===== src/rtl/irq_merge_pkg.sv =====
// Package: shared register-region type and address classifier for the
// second-level interrupt aggregator.
// Assumes the map: pending flags, then enable masks, then missed, then NMI.
package irq_merge_pkg;

    typedef enum logic [2:0] {
        REG_PEND,
        REG_MASK,
        REG_MISS,
        REG_NMI,
        REG_VOID
    } reg_kind_e;

    // Map a register address to its region for a given peripheral count.
    function automatic reg_kind_e classify(input int unsigned addr,
                                           input int unsigned nper);
        if (addr < nper)               return REG_PEND;
        else if (addr < 2 * nper)      return REG_MASK;
        else if (addr == 2 * nper)     return REG_MISS;
        else if (addr == 2 * nper + 1) return REG_NMI;
        else                           return REG_VOID;
    endfunction

endpackage


===== src/rtl/irq_lane.sv =====
// Module: one peripheral's second-level flags.
// Keeps sticky pending flags (set wins over a write-one clear) and an enable
// mask. Produces the ORed level request and a pulse telling that an enabled
// event arrived this cycle.
// Assumes clr_i is already zero unless this lane's pending register is written.
module irq_lane #(
    parameter int FLAGS = 8
) (
    input  logic             clk,
    input  logic             rst_n,
    input  logic [FLAGS-1:0] evt_i,
    input  logic [FLAGS-1:0] clr_i,
    input  logic             mask_wr_i,
    input  logic [FLAGS-1:0] mask_data_i,
    output logic [FLAGS-1:0] pend_o,
    output logic [FLAGS-1:0] mask_o,
    output logic             req_o,
    output logic             hit_o
);

    logic [FLAGS-1:0] pend_q;
    logic [FLAGS-1:0] mask_q;

    // Sticky flags: clear the written ones, then OR in new events.
    always_ff @(posedge clk) begin
        if (!rst_n) pend_q <= '0;
        else        pend_q <= (pend_q & ~clr_i) | evt_i;
    end

    // Enable mask: plain register written from the bus.
    always_ff @(posedge clk) begin
        if (!rst_n)         mask_q <= '0;
        else if (mask_wr_i) mask_q <= mask_data_i;
    end

    // Request and enabled-arrival pulse.
    always_comb begin
        req_o = |(pend_q & mask_q);
        hit_o = |(evt_i & mask_q);
    end

    assign pend_o = pend_q;
    assign mask_o = mask_q;

endmodule


===== src/rtl/irq_miss_tracker.sv =====
// Module: missed-event bits, one per top-level request line.
// A bit sets when an arrival pulse meets a line that is already requesting.
// A bit clears when software writes one to it; set wins over clear.
// Assumes busy_i holds the registered request levels of the lines.
module irq_miss_tracker #(
    parameter int LINES = 5
) (
    input  logic             clk,
    input  logic             rst_n,
    input  logic [LINES-1:0] hit_i,
    input  logic [LINES-1:0] busy_i,
    input  logic [LINES-1:0] clr_i,
    output logic [LINES-1:0] miss_o
);

    logic [LINES-1:0] miss_q;

    // Record arrivals on busy lines, clear on write-one.
    always_ff @(posedge clk) begin
        if (!rst_n) miss_q <= '0;
        else        miss_q <= (miss_q & ~clr_i) | (hit_i & busy_i);
    end

    assign miss_o = miss_q;

endmodule


===== src/rtl/wdog_lowwater.sv =====
// Module: watchdog low-water timer.
// Counts time-base ticks while the watchdog is active and unserviced, and
// pulses fire_o on the tick that completes LWM_TICKS. It then holds the
// count, so the event does not repeat until a kick or deactivation restarts it.
// Assumes LWM_TICKS >= 1.
module wdog_lowwater #(
    parameter int LWM_TICKS = 1792
) (
    input  logic clk,
    input  logic rst_n,
    input  logic active_i,
    input  logic kick_i,
    input  logic tick_i,
    output logic fire_o
);

    localparam int CW = $clog2(LWM_TICKS + 1);
    localparam logic [CW-1:0] LIMIT = CW'(LWM_TICKS);
    localparam logic [CW-1:0] LAST  = CW'(LWM_TICKS - 1);

    logic [CW-1:0] cnt_q;

    // Tick counter, restarted by a kick or an inactive watchdog, saturating.
    always_ff @(posedge clk) begin
        if (!rst_n)                    cnt_q <= '0;
        else if (!active_i || kick_i)  cnt_q <= '0;
        else if (tick_i && cnt_q != LIMIT) cnt_q <= cnt_q + 1'b1;
    end

    // Event on the tick that reaches the limit.
    always_comb begin
        fire_o = active_i && !kick_i && tick_i && (cnt_q == LAST);
    end

endmodule


===== src/rtl/nmi_src.sv =====
// Module: non-maskable request sources.
// Bit 0 latches a rising edge of the crystal-failure level, bit 1 latches the
// low-water event. No mask applies. Flags are sticky with write-one clear.
// Assumes clr_i is zero unless the non-maskable register is written.
module nmi_src (
    input  logic       clk,
    input  logic       rst_n,
    input  logic       xtal_fail_i,
    input  logic       lowwater_i,
    input  logic [1:0] clr_i,
    output logic [1:0] flags_o,
    output logic       req_o,
    output logic       hit_o
);

    logic       fail_prev_q;
    logic [1:0] flags_q;
    logic [1:0] src;

    // Previous crystal status for rising-edge detection.
    always_ff @(posedge clk) begin
        if (!rst_n) fail_prev_q <= 1'b0;
        else        fail_prev_q <= xtal_fail_i;
    end

    // Source events of this cycle.
    always_comb begin
        src = {lowwater_i, xtal_fail_i & ~fail_prev_q};
    end

    // Sticky flags, set wins over clear.
    always_ff @(posedge clk) begin
        if (!rst_n) flags_q <= '0;
        else        flags_q <= (flags_q & ~clr_i) | src;
    end

    assign flags_o = flags_q;
    assign req_o   = |flags_q;
    assign hit_o   = |src;

endmodule


===== src/rtl/irq_merge_unit.sv =====
// Module: second-level interrupt aggregator (top).
// One lane per peripheral merges its enabled sticky flags into irq_o[p]. A
// tracker records missed arrivals for every line including the non-maskable
// one. The non-maskable line takes a crystal-failure edge and a watchdog
// low-water event. The register bus writes and reads in one cycle.
// Map: pending p at p, mask p at NUM_PERIPH+p, missed at 2*NUM_PERIPH,
// non-maskable flags at 2*NUM_PERIPH+1. Assumes FLAGS >= NUM_PERIPH+1.
module irq_merge_unit
    import irq_merge_pkg::*;
#(
    parameter int NUM_PERIPH = 4,
    parameter int FLAGS      = 8,
    parameter int LWM_TICKS  = 1792,
    localparam int ADDR_W    = $clog2(2 * NUM_PERIPH + 2),
    localparam int EVT_W     = NUM_PERIPH * FLAGS
) (
    input  logic              clk,
    input  logic              rst_n,
    input  logic [EVT_W-1:0]  evt_i,
    input  logic              xtal_fail_i,
    input  logic              wdog_active_i,
    input  logic              wdog_kick_i,
    input  logic              wdog_tick_i,
    input  logic              bus_wr_i,
    input  logic [ADDR_W-1:0] bus_addr_i,
    input  logic [FLAGS-1:0]  bus_wdata_i,
    output logic [FLAGS-1:0]  bus_rdata_o,
    output logic [NUM_PERIPH-1:0] irq_o,
    output logic              nmi_o
);

    localparam int LINES = NUM_PERIPH + 1;

    reg_kind_e               kind;
    logic [FLAGS-1:0]        pend_arr [NUM_PERIPH];
    logic [FLAGS-1:0]        mask_arr [NUM_PERIPH];
    logic [EVT_W-1:0]        pend_flat;
    logic [NUM_PERIPH-1:0]   lane_hit;
    logic [LINES-1:0]        miss_q;
    logic [LINES-1:0]        miss_clr;
    logic [1:0]              nmi_flags;
    logic [1:0]              nmi_clr;
    logic                    nmi_hit;
    logic                    lowwater;

    // Classify the bus address into a register region.
    always_comb begin
        kind = classify(32'(bus_addr_i), 32'(NUM_PERIPH));
    end

    // One lane per peripheral.
    for (genvar p = 0; p < NUM_PERIPH; p++) begin : g_lane
        logic [FLAGS-1:0] clr;
        logic             mwr;

        // Per-lane write decode.
        always_comb begin
            clr = (bus_wr_i && bus_addr_i == ADDR_W'(p)) ? bus_wdata_i : '0;
            mwr = bus_wr_i && (bus_addr_i == ADDR_W'(NUM_PERIPH + p));
        end

        irq_lane #(.FLAGS(FLAGS)) u_lane (
            .clk         (clk),
            .rst_n       (rst_n),
            .evt_i       (evt_i[p*FLAGS +: FLAGS]),
            .clr_i       (clr),
            .mask_wr_i   (mwr),
            .mask_data_i (bus_wdata_i),
            .pend_o      (pend_arr[p]),
            .mask_o      (mask_arr[p]),
            .req_o       (irq_o[p]),
            .hit_o       (lane_hit[p])
        );

        assign pend_flat[p*FLAGS +: FLAGS] = pend_arr[p];
    end

    // Write-one clear strobes for missed and non-maskable registers.
    always_comb begin
        miss_clr = (bus_wr_i && kind == REG_MISS) ? bus_wdata_i[LINES-1:0] : '0;
        nmi_clr  = (bus_wr_i && kind == REG_NMI)  ? bus_wdata_i[1:0]       : '0;
    end

    wdog_lowwater #(.LWM_TICKS(LWM_TICKS)) u_lwm (
        .clk      (clk),
        .rst_n    (rst_n),
        .active_i (wdog_active_i),
        .kick_i   (wdog_kick_i),
        .tick_i   (wdog_tick_i),
        .fire_o   (lowwater)
    );

    nmi_src u_nmi (
        .clk         (clk),
        .rst_n       (rst_n),
        .xtal_fail_i (xtal_fail_i),
        .lowwater_i  (lowwater),
        .clr_i       (nmi_clr),
        .flags_o     (nmi_flags),
        .req_o       (nmi_o),
        .hit_o       (nmi_hit)
    );

    irq_miss_tracker #(.LINES(LINES)) u_miss (
        .clk    (clk),
        .rst_n  (rst_n),
        .hit_i  ({nmi_hit, lane_hit}),
        .busy_i ({nmi_o, irq_o}),
        .clr_i  (miss_clr),
        .miss_o (miss_q)
    );

    // Read multiplexer.
    always_comb begin
        bus_rdata_o = '0;
        unique case (kind)
            REG_PEND: begin
                for (int p = 0; p < NUM_PERIPH; p++)
                    if (bus_addr_i == ADDR_W'(p)) bus_rdata_o = pend_arr[p];
            end
            REG_MASK: begin
                for (int p = 0; p < NUM_PERIPH; p++)
                    if (bus_addr_i == ADDR_W'(NUM_PERIPH + p)) bus_rdata_o = mask_arr[p];
            end
            REG_MISS: bus_rdata_o[LINES-1:0] = miss_q;
            REG_NMI:  bus_rdata_o[1:0]       = nmi_flags;
            default:  bus_rdata_o = '0;
        endcase
    end

endmodule


===== config.mk =====
export PLATFORM = sky130hd
export DESIGN_NAME = irq_merge_unit
export DESIGN_NICKNAME = d
export VERILOG_FILES = /design/src/rtl/irq_merge_pkg.sv /design/src/rtl/irq_lane.sv /design/src/rtl/irq_miss_tracker.sv /design/src/rtl/wdog_lowwater.sv /design/src/rtl/nmi_src.sv /design/src/rtl/irq_merge_unit.sv
export SDC_FILE = /design/constraint.sdc
export NUM_CORES = 1
export LEC_CHECK = 0
export BUFFER_PORTS_ARGS = -buffer_cell sky130_fd_sc_hd__buf_4
export CAP_MARGIN = 20
export CORE_MARGIN = 1.5
export CORE_UTILIZATION = 52
export CTS_CLUSTER_SIZE = 20
export DETAILED_ROUTE_END_ITERATION = 10
export GPL_TIMING_DRIVEN = 0
export PLACE_DENSITY = 0.87
export SLEW_MARGIN = 40
export SYNTH_ARGS = -nofsm -noshare
export SYNTH_HDL_FRONTEND = slang
export SYNTH_SLANG_ARGS = --single-unit

===== constraint.sdc =====
create_clock -name clk -period 1.7 [get_ports clk]
set_clock_uncertainty 0.2 [all_clocks]
set_input_delay 0.255 -clock clk [delete_from_list [all_inputs] [get_ports clk]]
set_output_delay 0.255 -clock clk [all_outputs]
set_load 0.05 [all_outputs]

After elaboration in Yosys (flattened, before gate mapping)
Index checks and enable logic that the tools add are counted.

storage, ports and cells
  flip-flop bits (word level) = 83
  output and inout port bits = 13
  word-level logic and storage cells = 110

operators by class
  add/subtract/negate cells = 1
  $lt $le $gt $ge = 2
  eq/ne operators = 14
  mux-type cells = 21
  bitwise gates (word level) = 30
  reduce and logical (&&, ||, !) cells = 30

operators with widths
  kind                     number
  $and A8 B8 Y8            12
  $mux W8                  12
  $reduce_or A8 Y1         8
  $not A8 Y8               4
  $or A8 B8 Y8             4
  $eq A4 B3 Y1 const B     4
  $logic_and A1 B1 Y1      14
  $mux W3                  4
  $add A11 B1 Y11 const B  1
  $eq A11 B11 Y1 const B   1
  $ne A11 B11 Y1 const B   1
  $and A5 B5 Y5            2
  $pmux W3 S3              1
  $eq A4 B2 Y1 const B     2
  $eq A4 B4 Y1 const B     2
  $pmux W2 S4              1
  $eq A3 B2 Y1 const B     2
  $pmux W3 S2              1
  $reduce_or A2 Y1         3
  $mux W5                  1
  $not A5 Y5               1
  $or A5 B5 Y5             1
  $eq A4 B1 Y1 const B     1
  $logic_not A4 Y1         1
  12 further kinds         14

Depth between registers and ports, before layout
Gate-level depths: netlist (run 1).

  depth in word-level cells = 11
  depth in mapped cells = 6

Hierarchy
From an unflattened synthesis (run 1), not the netlist that was laid out.

second synthesis, totals
  cells, all modules = 481
  area, all modules = 4,491.8 µm²

modules (own cells, without submodules)
  module            instances  cells an instance  area each (µm²)  seq. area each (µm²)
  irq_lane          4          60                 651.9            320.3
  irq_merge_unit    1          142                991.0            0.0
  wdog_lowwater     1          68                 581.8            220.2
  irq_miss_tracker  1          20                 187.7            100.1
  nmi_src           1          11                 123.9            60.1

Worst setup path after synthesis (run 1)
OpenSTA, ideal clock, no wires.

  kind = input to output
  start point = in bus_addr_i[0]
  end point = out bus_rdata_o[2]
  arrival = 2,048 ps
  required time = 1,245 ps
  path slack = -803 ps
  stages on the path = 6
  cell sequence = buf_4 > buf_2 > mux2i_1 > o211ai_1 > nand2_1 > o21ai_0

between the ends
  word-level cells in the longest chain between the ends = 7
  elaborated cells on any way between the ends = 28

RTL lines
  item                                        line                   RTL
  start, declared                             irq_merge_unit.sv:25   input logic [ADDR_W-1:0] bus_addr_i,
  $eq A4 B4 Y1                                irq_merge_pkg.sv:20    else if (addr == 2 * nper + 1) return REG_NMI;
  $mux W3                                     irq_merge_pkg.sv:20
  $mux W3                                     irq_merge_pkg.sv:19    else if (addr == 2 * nper) return REG_MISS;
  $mux W3                                     irq_merge_pkg.sv:18    else if (addr < 2 * nper) return REG_MASK;
  $mux W3                                     irq_merge_pkg.sv:17    if (addr < nper) return REG_PEND;
  $eq A3 B2 Y1, or another cell as far along  irq_merge_unit.sv:116  unique case (kind)
  $pmux W3 S3 (*)                             irq_merge_unit.sv:116
  end, declared                               irq_merge_unit.sv:27   output logic [FLAGS-1:0] bus_rdata_o,

Mark *: on every way between the ends. The rest lies on a longest branch, timed or not.

Final worst setup path (run 1)
  start point = reg g_lane[2].u_lane.pend_q[0]
  end point = out bus_rdata_o[0]

between the ends
  word-level cells in the longest chain between the ends = 3

RTL lines
  item                    line                   RTL
  start, declared         irq_lane.sv:21         logic [FLAGS-1:0] pend_q;
  start signal, assigned  irq_lane.sv:27         else pend_q <= (pend_q & ~clr_i) | evt_i;
  $mux W8 (2 in a row)    irq_merge_unit.sv:119  if (bus_addr_i == ADDR_W'(p)) bus_rdata_o = pend_arr[p];
  $pmux W2 S4             irq_merge_unit.sv:116

No other way between the ends.

==> results.txt, run 1 <==
Failing checks -> negative setup slack
Area leader, netlist -> dfxtp_1
Critical Path RT -> 1.24 ns
Post-DR vias/cell -> 6.38
Sink Count -> 83
Max H-tree Level -> 3
Die width -> 94.3 um
Crit path buffers/inverters -> 1
Share of cells above drive strength 1 -> 36.6%
Cell Pwr Density -> 725 nW/um2
GRT Util Overall -> 34.0%
Wirelength per Cell -> 21.9 um
GRT overflow -> 0
CP max stage cell -> mux4_2
CP peak stage delay -> 0.45 ns
Via count -> 4296
Starting Density -> 53.3%
Worst Setup Start Kind -> register
Largest net degree at the start of global routing -> 14
CTS tree -> built
Worst Hold Class -> primary input to register
RSZ-0062 raised after global routing -> yes
DRT iter0 DRCs -> 460
Hold Path End -> g_lane[1].u_lane.mask_o[5]$_SDFFE_PN0P_
First-pass GRT wire length -> 22.4 mm
Critical Path AT -> 1.65 ns
Post-Syn Area -> 4330 um2
Fin crit share -> 124%
Rows -> 33
Post-synthesis cell count -> 435
Die ar. -> 8890 um2
Boundary pin count -> 64
Fmax -> 0.476 GHz
WS Path Type -> register to output port
Hold depth -> 3
EDFF count, synth -> 0
CP max FO -> 3
Peak VDD IR -> 0.594 mV
Reg-to-reg setup timing slack -> -0.06 ns
# setup viols final -> 13
Headroom to the max-slew limit -> 54.0%
Critical-path cell list -> mux4_2, mux2i_1, o21ai_2, buf_6
Placed Instances -> 596
DP HPWL -> 9.48 mm
Placed cell area -> 4980 um2
Ys flop type -> dfxtp_1
Fin area -> 5990 um2
Actual slew at the worst max-slew pin -> 0.690 ns
Final ANT Viol Nets -> 0
Ys async rst share -> 0%
Ant diodes -> 0
Yosys cell types -> 47
Num CTS Buffers -> 9
Final slew viol count -> 0
# DRC -> 0
Worst skew pair latency -> 0.36 ns
Min Tclk post-route -> 2.10 ns
Filler Cells Inserted -> 535
FF-to-FF End -> u_lwm.cnt_q[1]$_SDFFE_PP0P_
Count leader, synth -> dfxtp_1
Clock transition at the registers of the reported paths -> 0.09 ns
Hold Startpoint -> bus_wdata_i[5]
Warnings, synthesis -> 0
Cell class contributing the biggest share of worst-path delay -> multiplexers
P_leak -> 2.32 nW
Worst r2r src -> u_lwm.cnt_q[4]$_SDFFE_PP0P_
GP Congestion -> 0.960
Final Non-Filler Cells -> 673
Deepest clock path buffer count -> 2
Pre-antenna DRT Iters -> 6
Synth top cells by count -> dfxtp_1, a21boi_0, a22oi_1, mux2i_1, o21a_1
Area growth from synthesis to layout -> 38.1%
Status -> complete, but fails checks
Core Region -> 8130 um2
Top cell type's share of synthesized area -> 38.3%
Mean post-synth cell area -> 9.96 um2
Final worst slack -> -0.403 ns
Initial antenna violation count -> 0
Setup crit start -> g_lane[2].u_lane.pend_o[0]$_SDFF_PN0_
Mapped Nets -> 488
Element type at the critical path end -> output port
DRT Wirelength -> 14.7 mm
Final hold vios -> 0
Depth of the worst register-to-register path -> 4
NumNets Final -> 616
Register bit total from synthesis -> 83
Maxcap violations -> 0
Main area contributors after synthesis -> dfxtp_1, mux2i_1, a21boi_0, a22oi_1, mux4_2
Sequential fraction of the synthesis area -> 38.3%
Root buffer cell -> clkbuf_8
Port bufs -> 56
Vias in the first global route -> 4159
Post-layout util -> 73.6%
Die Y-Extent -> 94.3 um
cell type report:
cell class | instances | area (um2) | area share [%]
timing repair buffer | 119 | 1070 | 17.9
clock buffer | 11 | 141 | 2.36
multi-input combinational | 316 | 2670 | 44.6
inverter | 2 | 7.51 | 0.125
buffer | 32 | 198 | 3.30
clock inverter | 5 | 52.6 | 0.878
sequential | 83 | 1710 | 28.6
tap | 105 | 131 | 2.19
registers in the layout (all words and copies together) (netlist names):
signal,cells
g_lane.u_lane.mask_o,32
u_nmi.flags_o,2
g_lane.u_lane.pend_o,32
u_miss.miss_o,5
u_nmi.fail_prev_q,1
u_lwm.cnt_q,11
per-stage QoR:
step	hold WS (ns)	setup TNS, ns	setup WS (ns)	power [mW]
global placement	0.254	-8.30	-0.406	2.73
global route	0.0290	-4.17	-0.421	4.46
floorplan	0.177	-0.364	-0.0979	2.49
finish	0.0228	-3.71	-0.403	4.34
detailed placement	0.273	-9.14	-0.406	2.74
CTS	0.0220	-3.78	-0.380	4.26
how the worst max path moves through the flow:
stage / end / slack [ns] / cells past startpoint
after global placement: bus_rdata_o[4] / -0.41 / 7
after global routing: bus_rdata_o[1] / -0.42 / 4
after detailed placement: bus_rdata_o[4] / -0.41 / 7
after floorplan: bus_rdata_o[4] / -0.1 / 5
after CTS: bus_rdata_o[0] / -0.38 / 4
final: bus_rdata_o[0] / -0.40 / 4
report_power, final:
group / internal, mW / switching (mW) / leakage [nW]
logic: 0.396 / 0.399 / 1.53
registers: 2.02 / 0.0764 / 0.693
clock network: 0.713 / 0.741 / 0.0991
cells in the final DEF (no fill, tap or decap), types with 14 or more instances in the layout:
cell / instances
buf_4: 67
dfxtp_1: 50
a21boi_0: 42
o21a_1: 34
dlygate4sd3_1: 34
mux2i_1: 30
nor2b_1: 30
dfxtp_2: 30
a22oi_1: 23
buf_6: 20
nand4_1: 19
nor2_1: 15
a22oi_2: 14
worst min-delay path: stages:
cell and delay (ns):
buf_4 0.16, nand2_1 0.06, a21boi_0 0.06
timing repair:
item,in CTS,in global routing
endpoints found under the hold margin,34,0
setup endpoints to repair,15,18
pin swaps,13,15
setup buffers,27,9
hold buffers,34,0
gates resized for setup,61,24
routing by layer:
metal	wire length, um	track usage [%]	vias up
met5	0	0	-
met4	548	14.4	0
met3	1600	7.61	63
met2	6850	54.3	313
met1	5700	44.0	2038
li1	-	-	1882
cell families (layout without fill, tap and decap cells):
family | Yosys count | in the layout | share of synthesized area (%)
AND/OR/NAND/NOR | 120 | 120 | 16.7
buffers and inverters | 36 | 169 | 4.24
AO/OA/AOI/OAI | 138 | 138 | 23.5
XOR/XNOR | 8 | 8 | 1.62
multiplexers | 48 | 48 | 15.0
adder cells (fa/ha/maj) | 2 | 2 | 0.577
flip-flops | 83 | 83 | 38.3
(Power assumes the default switching activity.)
==> inputs of run 2 (changes only) <==
- CAP_MARGIN: 20 -> 5
- CORE_UTILIZATION: 52 -> 57
- PLACE_DENSITY: 0.87 -> 0.9
- clock period: 1.7 -> 2.3 ns (I/O delays scaled with it)
==> results.txt, run 2 (same netlist as run 1, synthesis figures left out) <==
Final hold vios -> 0 (unchanged)
Headroom to the max-slew limit -> 45.3% (-8.8 points)
Worst Setup Start Kind -> primary input
Most common cell after layout, fill and taps aside -> dfxtp_1
Starting Density -> 59.4% (+6.2 points)
Boundary pin count -> 64 (unchanged)
# setup viols final -> 0 (-13)
Commonest cells after routing, fill and taps aside -> dfxtp_1, buf_4, a21boi_0, a22oi_1
RSZ-0062 raised after global routing -> no
Max H-tree Level -> 3 (unchanged)
Critical Path AT -> 1.71 ns (+0.06 ns)
Critical Path End -> bus_rdata_o[7]
Rows -> 31 (-6.1%)
Setup crit start -> bus_addr_i[0]
GRT Util Overall -> 31.9% (-2.1 points)
Min Tclk post-route -> 2.25 ns
Clock transition at the registers of the reported paths -> 0.08 ns (about the same)
Die width -> 90.2 um (-4.3%)
Die Y-Extent -> 90.2 um (-4.3%)
Sink Count -> 83 (unchanged)
Final slew viol count -> 0 (unchanged)
Worst Hold Class -> primary input to register
Initial antenna violation count -> 0 (unchanged)
Pre-antenna DRT Iters -> 5 (-1)
Fin area -> 5240 um2 (-12%)
Depth of the worst register-to-register path -> 4 (unchanged)
FF-to-FF End -> u_lwm.cnt_q[1]$_SDFFE_PP0P_
Port bufs -> 56 (unchanged)
DP HPWL -> 9.18 mm (-3.2%)
WS Path Type -> primary input to output port
Peak VDD IR -> 0.362 mV (-39%)
GRT overflow -> 0 (unchanged)
Fin crit share -> 98.0%
Reg-to-reg setup timing slack -> 0.51 ns (+0.57 ns)
Num CTS Buffers -> 9 (unchanged)
CP max FO -> 11 (+8)
# DRC -> 0 (unchanged)
First-pass GRT wire length -> 19.9 mm (-11%)
NumNets Final -> 570 (-7.5%)
Status -> completed
Share of cells above drive strength 1 -> 22.3% (-14 points)
GP Congestion -> 0.941 (-2.0%)
Largest net degree at the start of global routing -> 14 (unchanged)
Fmax -> 0.444 GHz
Critical Path Stages -> 6 (+2)
DRT Wirelength -> 12.6 mm (-14%)
DRT iter0 DRCs -> 386 (-16%)
Cell Pwr Density -> 581 nW/um2 (-20%)
Overall power -> 3.05 mW (-30%)
Cell class contributing the biggest share of worst-path delay -> multiplexers
Wirelength per Cell -> 20.3 um (-7.1%)
Ant diodes -> 0 (unchanged)
Critical-path cell list -> buf_6, buf_6, mux4_2, mux2i_1, nor2_1, buf_4
Post-DR vias/cell -> 6.38 (about the same)
Deepest clock path buffer count -> 2 (unchanged)
Placed cell area -> 4880 um2 (-2.0%)
Vias in the first global route -> 3933 (-5.4%)
Most used cell, CP -> buf_6
Area growth from synthesis to layout -> 20.9%
Actual slew at the worst max-slew pin -> 0.815 ns (+0.125 ns)
CP max stage cell -> mux4_2
Filler Cells Inserted -> 566 (+5.8%)
Crit path buffers/inverters -> 3 (+2)
Element type at the critical path end -> output port
Via count -> 3954 (-8.0%)
CP peak stage delay -> 0.52 ns (+0.07 ns)
Final ANT Viol Nets -> 0 (unchanged)
Maxcap violations -> 0 (unchanged)
Die ar. -> 8130 um2 (-8.5%)
CTS tree -> built
Critical Path RT -> 1.75 ns (+0.51 ns)
Hold Startpoint -> evt_i[5]
Worst skew pair latency -> 0.36 ns (about the same)
Root buffer cell -> clkbuf_8
Core Region -> 7290 um2 (-10%)
P_leak -> 2.03 nW (-12%)
Worst r2r src -> u_lwm.cnt_q[3]$_SDFFE_PP0P_
-- run 2: report_power, final --
part,switching (mW),total (mW),internal [mW]
clock,0.523,1.04,0.521
combinational,0.243,0.461,0.218
sequential,0.0514,1.54,1.49
total,0.818,3.05,2.23
-- run 2: how the worst min path moves through the flow --
stage | endpoint | slack, ns | depth (start not counted)
after detailed placement | u_miss.miss_o[4]$_SDFF_PN0_ | 0.31 | 2
after CTS | g_lane[0].u_lane.pend_o[5]$_SDFF_PN0_ | 0.0003 | 2
after global placement | u_miss.miss_o[4]$_SDFF_PN0_ | 0.28 | 2
after floorplan | u_miss.miss_o[4]$_SDFF_PN0_ | 0.23 | 2
after global routing | g_lane[0].u_lane.pend_o[5]$_SDFF_PN0_ | 0.002 | 2
final | g_lane[0].u_lane.pend_o[5]$_SDFF_PN0_ | 0.001 | 2
-- run 2: worst reg2reg max path: stages (launching register included) --
cell     delay, ns
dfxtp_1       0.38
or4_4         0.60
o31ai_4       0.24
mux2i_1       0.21
nor2_1        0.05
-- run 2: final cells by class --
| cell class | instances | area (um2) | share of cell area [%] |
|---|---|---|---|
| Sequential cell | 83 | 1660 | 31.7 |
| Inverter | 2 | 7.51 | 0.143 |
| Multi-Input combinational cell | 316 | 2500 | 47.7 |
| Buffer | 33 | 173 | 3.30 |
| Tap cell | 99 | 124 | 2.36 |
| Clock buffer | 10 | 138 | 2.63 |
| Clock inverter | 5 | 53.8 | 1.03 |
| Timing Repair Buffer | 72 | 584 | 11.2 |
-- run 2: metal layers --
metal | up-vias | wire (um) | global-route usage, %
met5 | - | 0 | 3.85
met1 | 1883 | 5000 | 40.2
met3 | 37 | 1400 | 8.80
met4 | 0 | 457 | 15.6
li1 | 1793 | - | -
met2 | 241 | 5740 | 49.8
-- run 2: repair_timing --
item / 4_1_cts / 5_1_grt
hold buffers: 16 / 0
resized for setup: 2 / 1
setup buffers: 0 / 0
endpoints found under the hold margin: 16 / 0
endpoints found under the setup margin: 2 / 1
-- run 2: through the flow --
step	setup slack (ns)	cells	TNS, ns	hold WS, ns	utilization [%]
2_1_floorplan	-0.00731	435	-0.00731	0.230	-
3_3_place_gp	-0.138	590	-0.231	0.280	67.0
3_5_place_dp	-0.139	590	-0.233	0.313	67.0
4_1_cts	0.0608	620	0	0.000308	71.8
5_1_grt	0.0139	620	0	0.00246	71.8
6_report	0.0461	620	0	0.00134	71.8
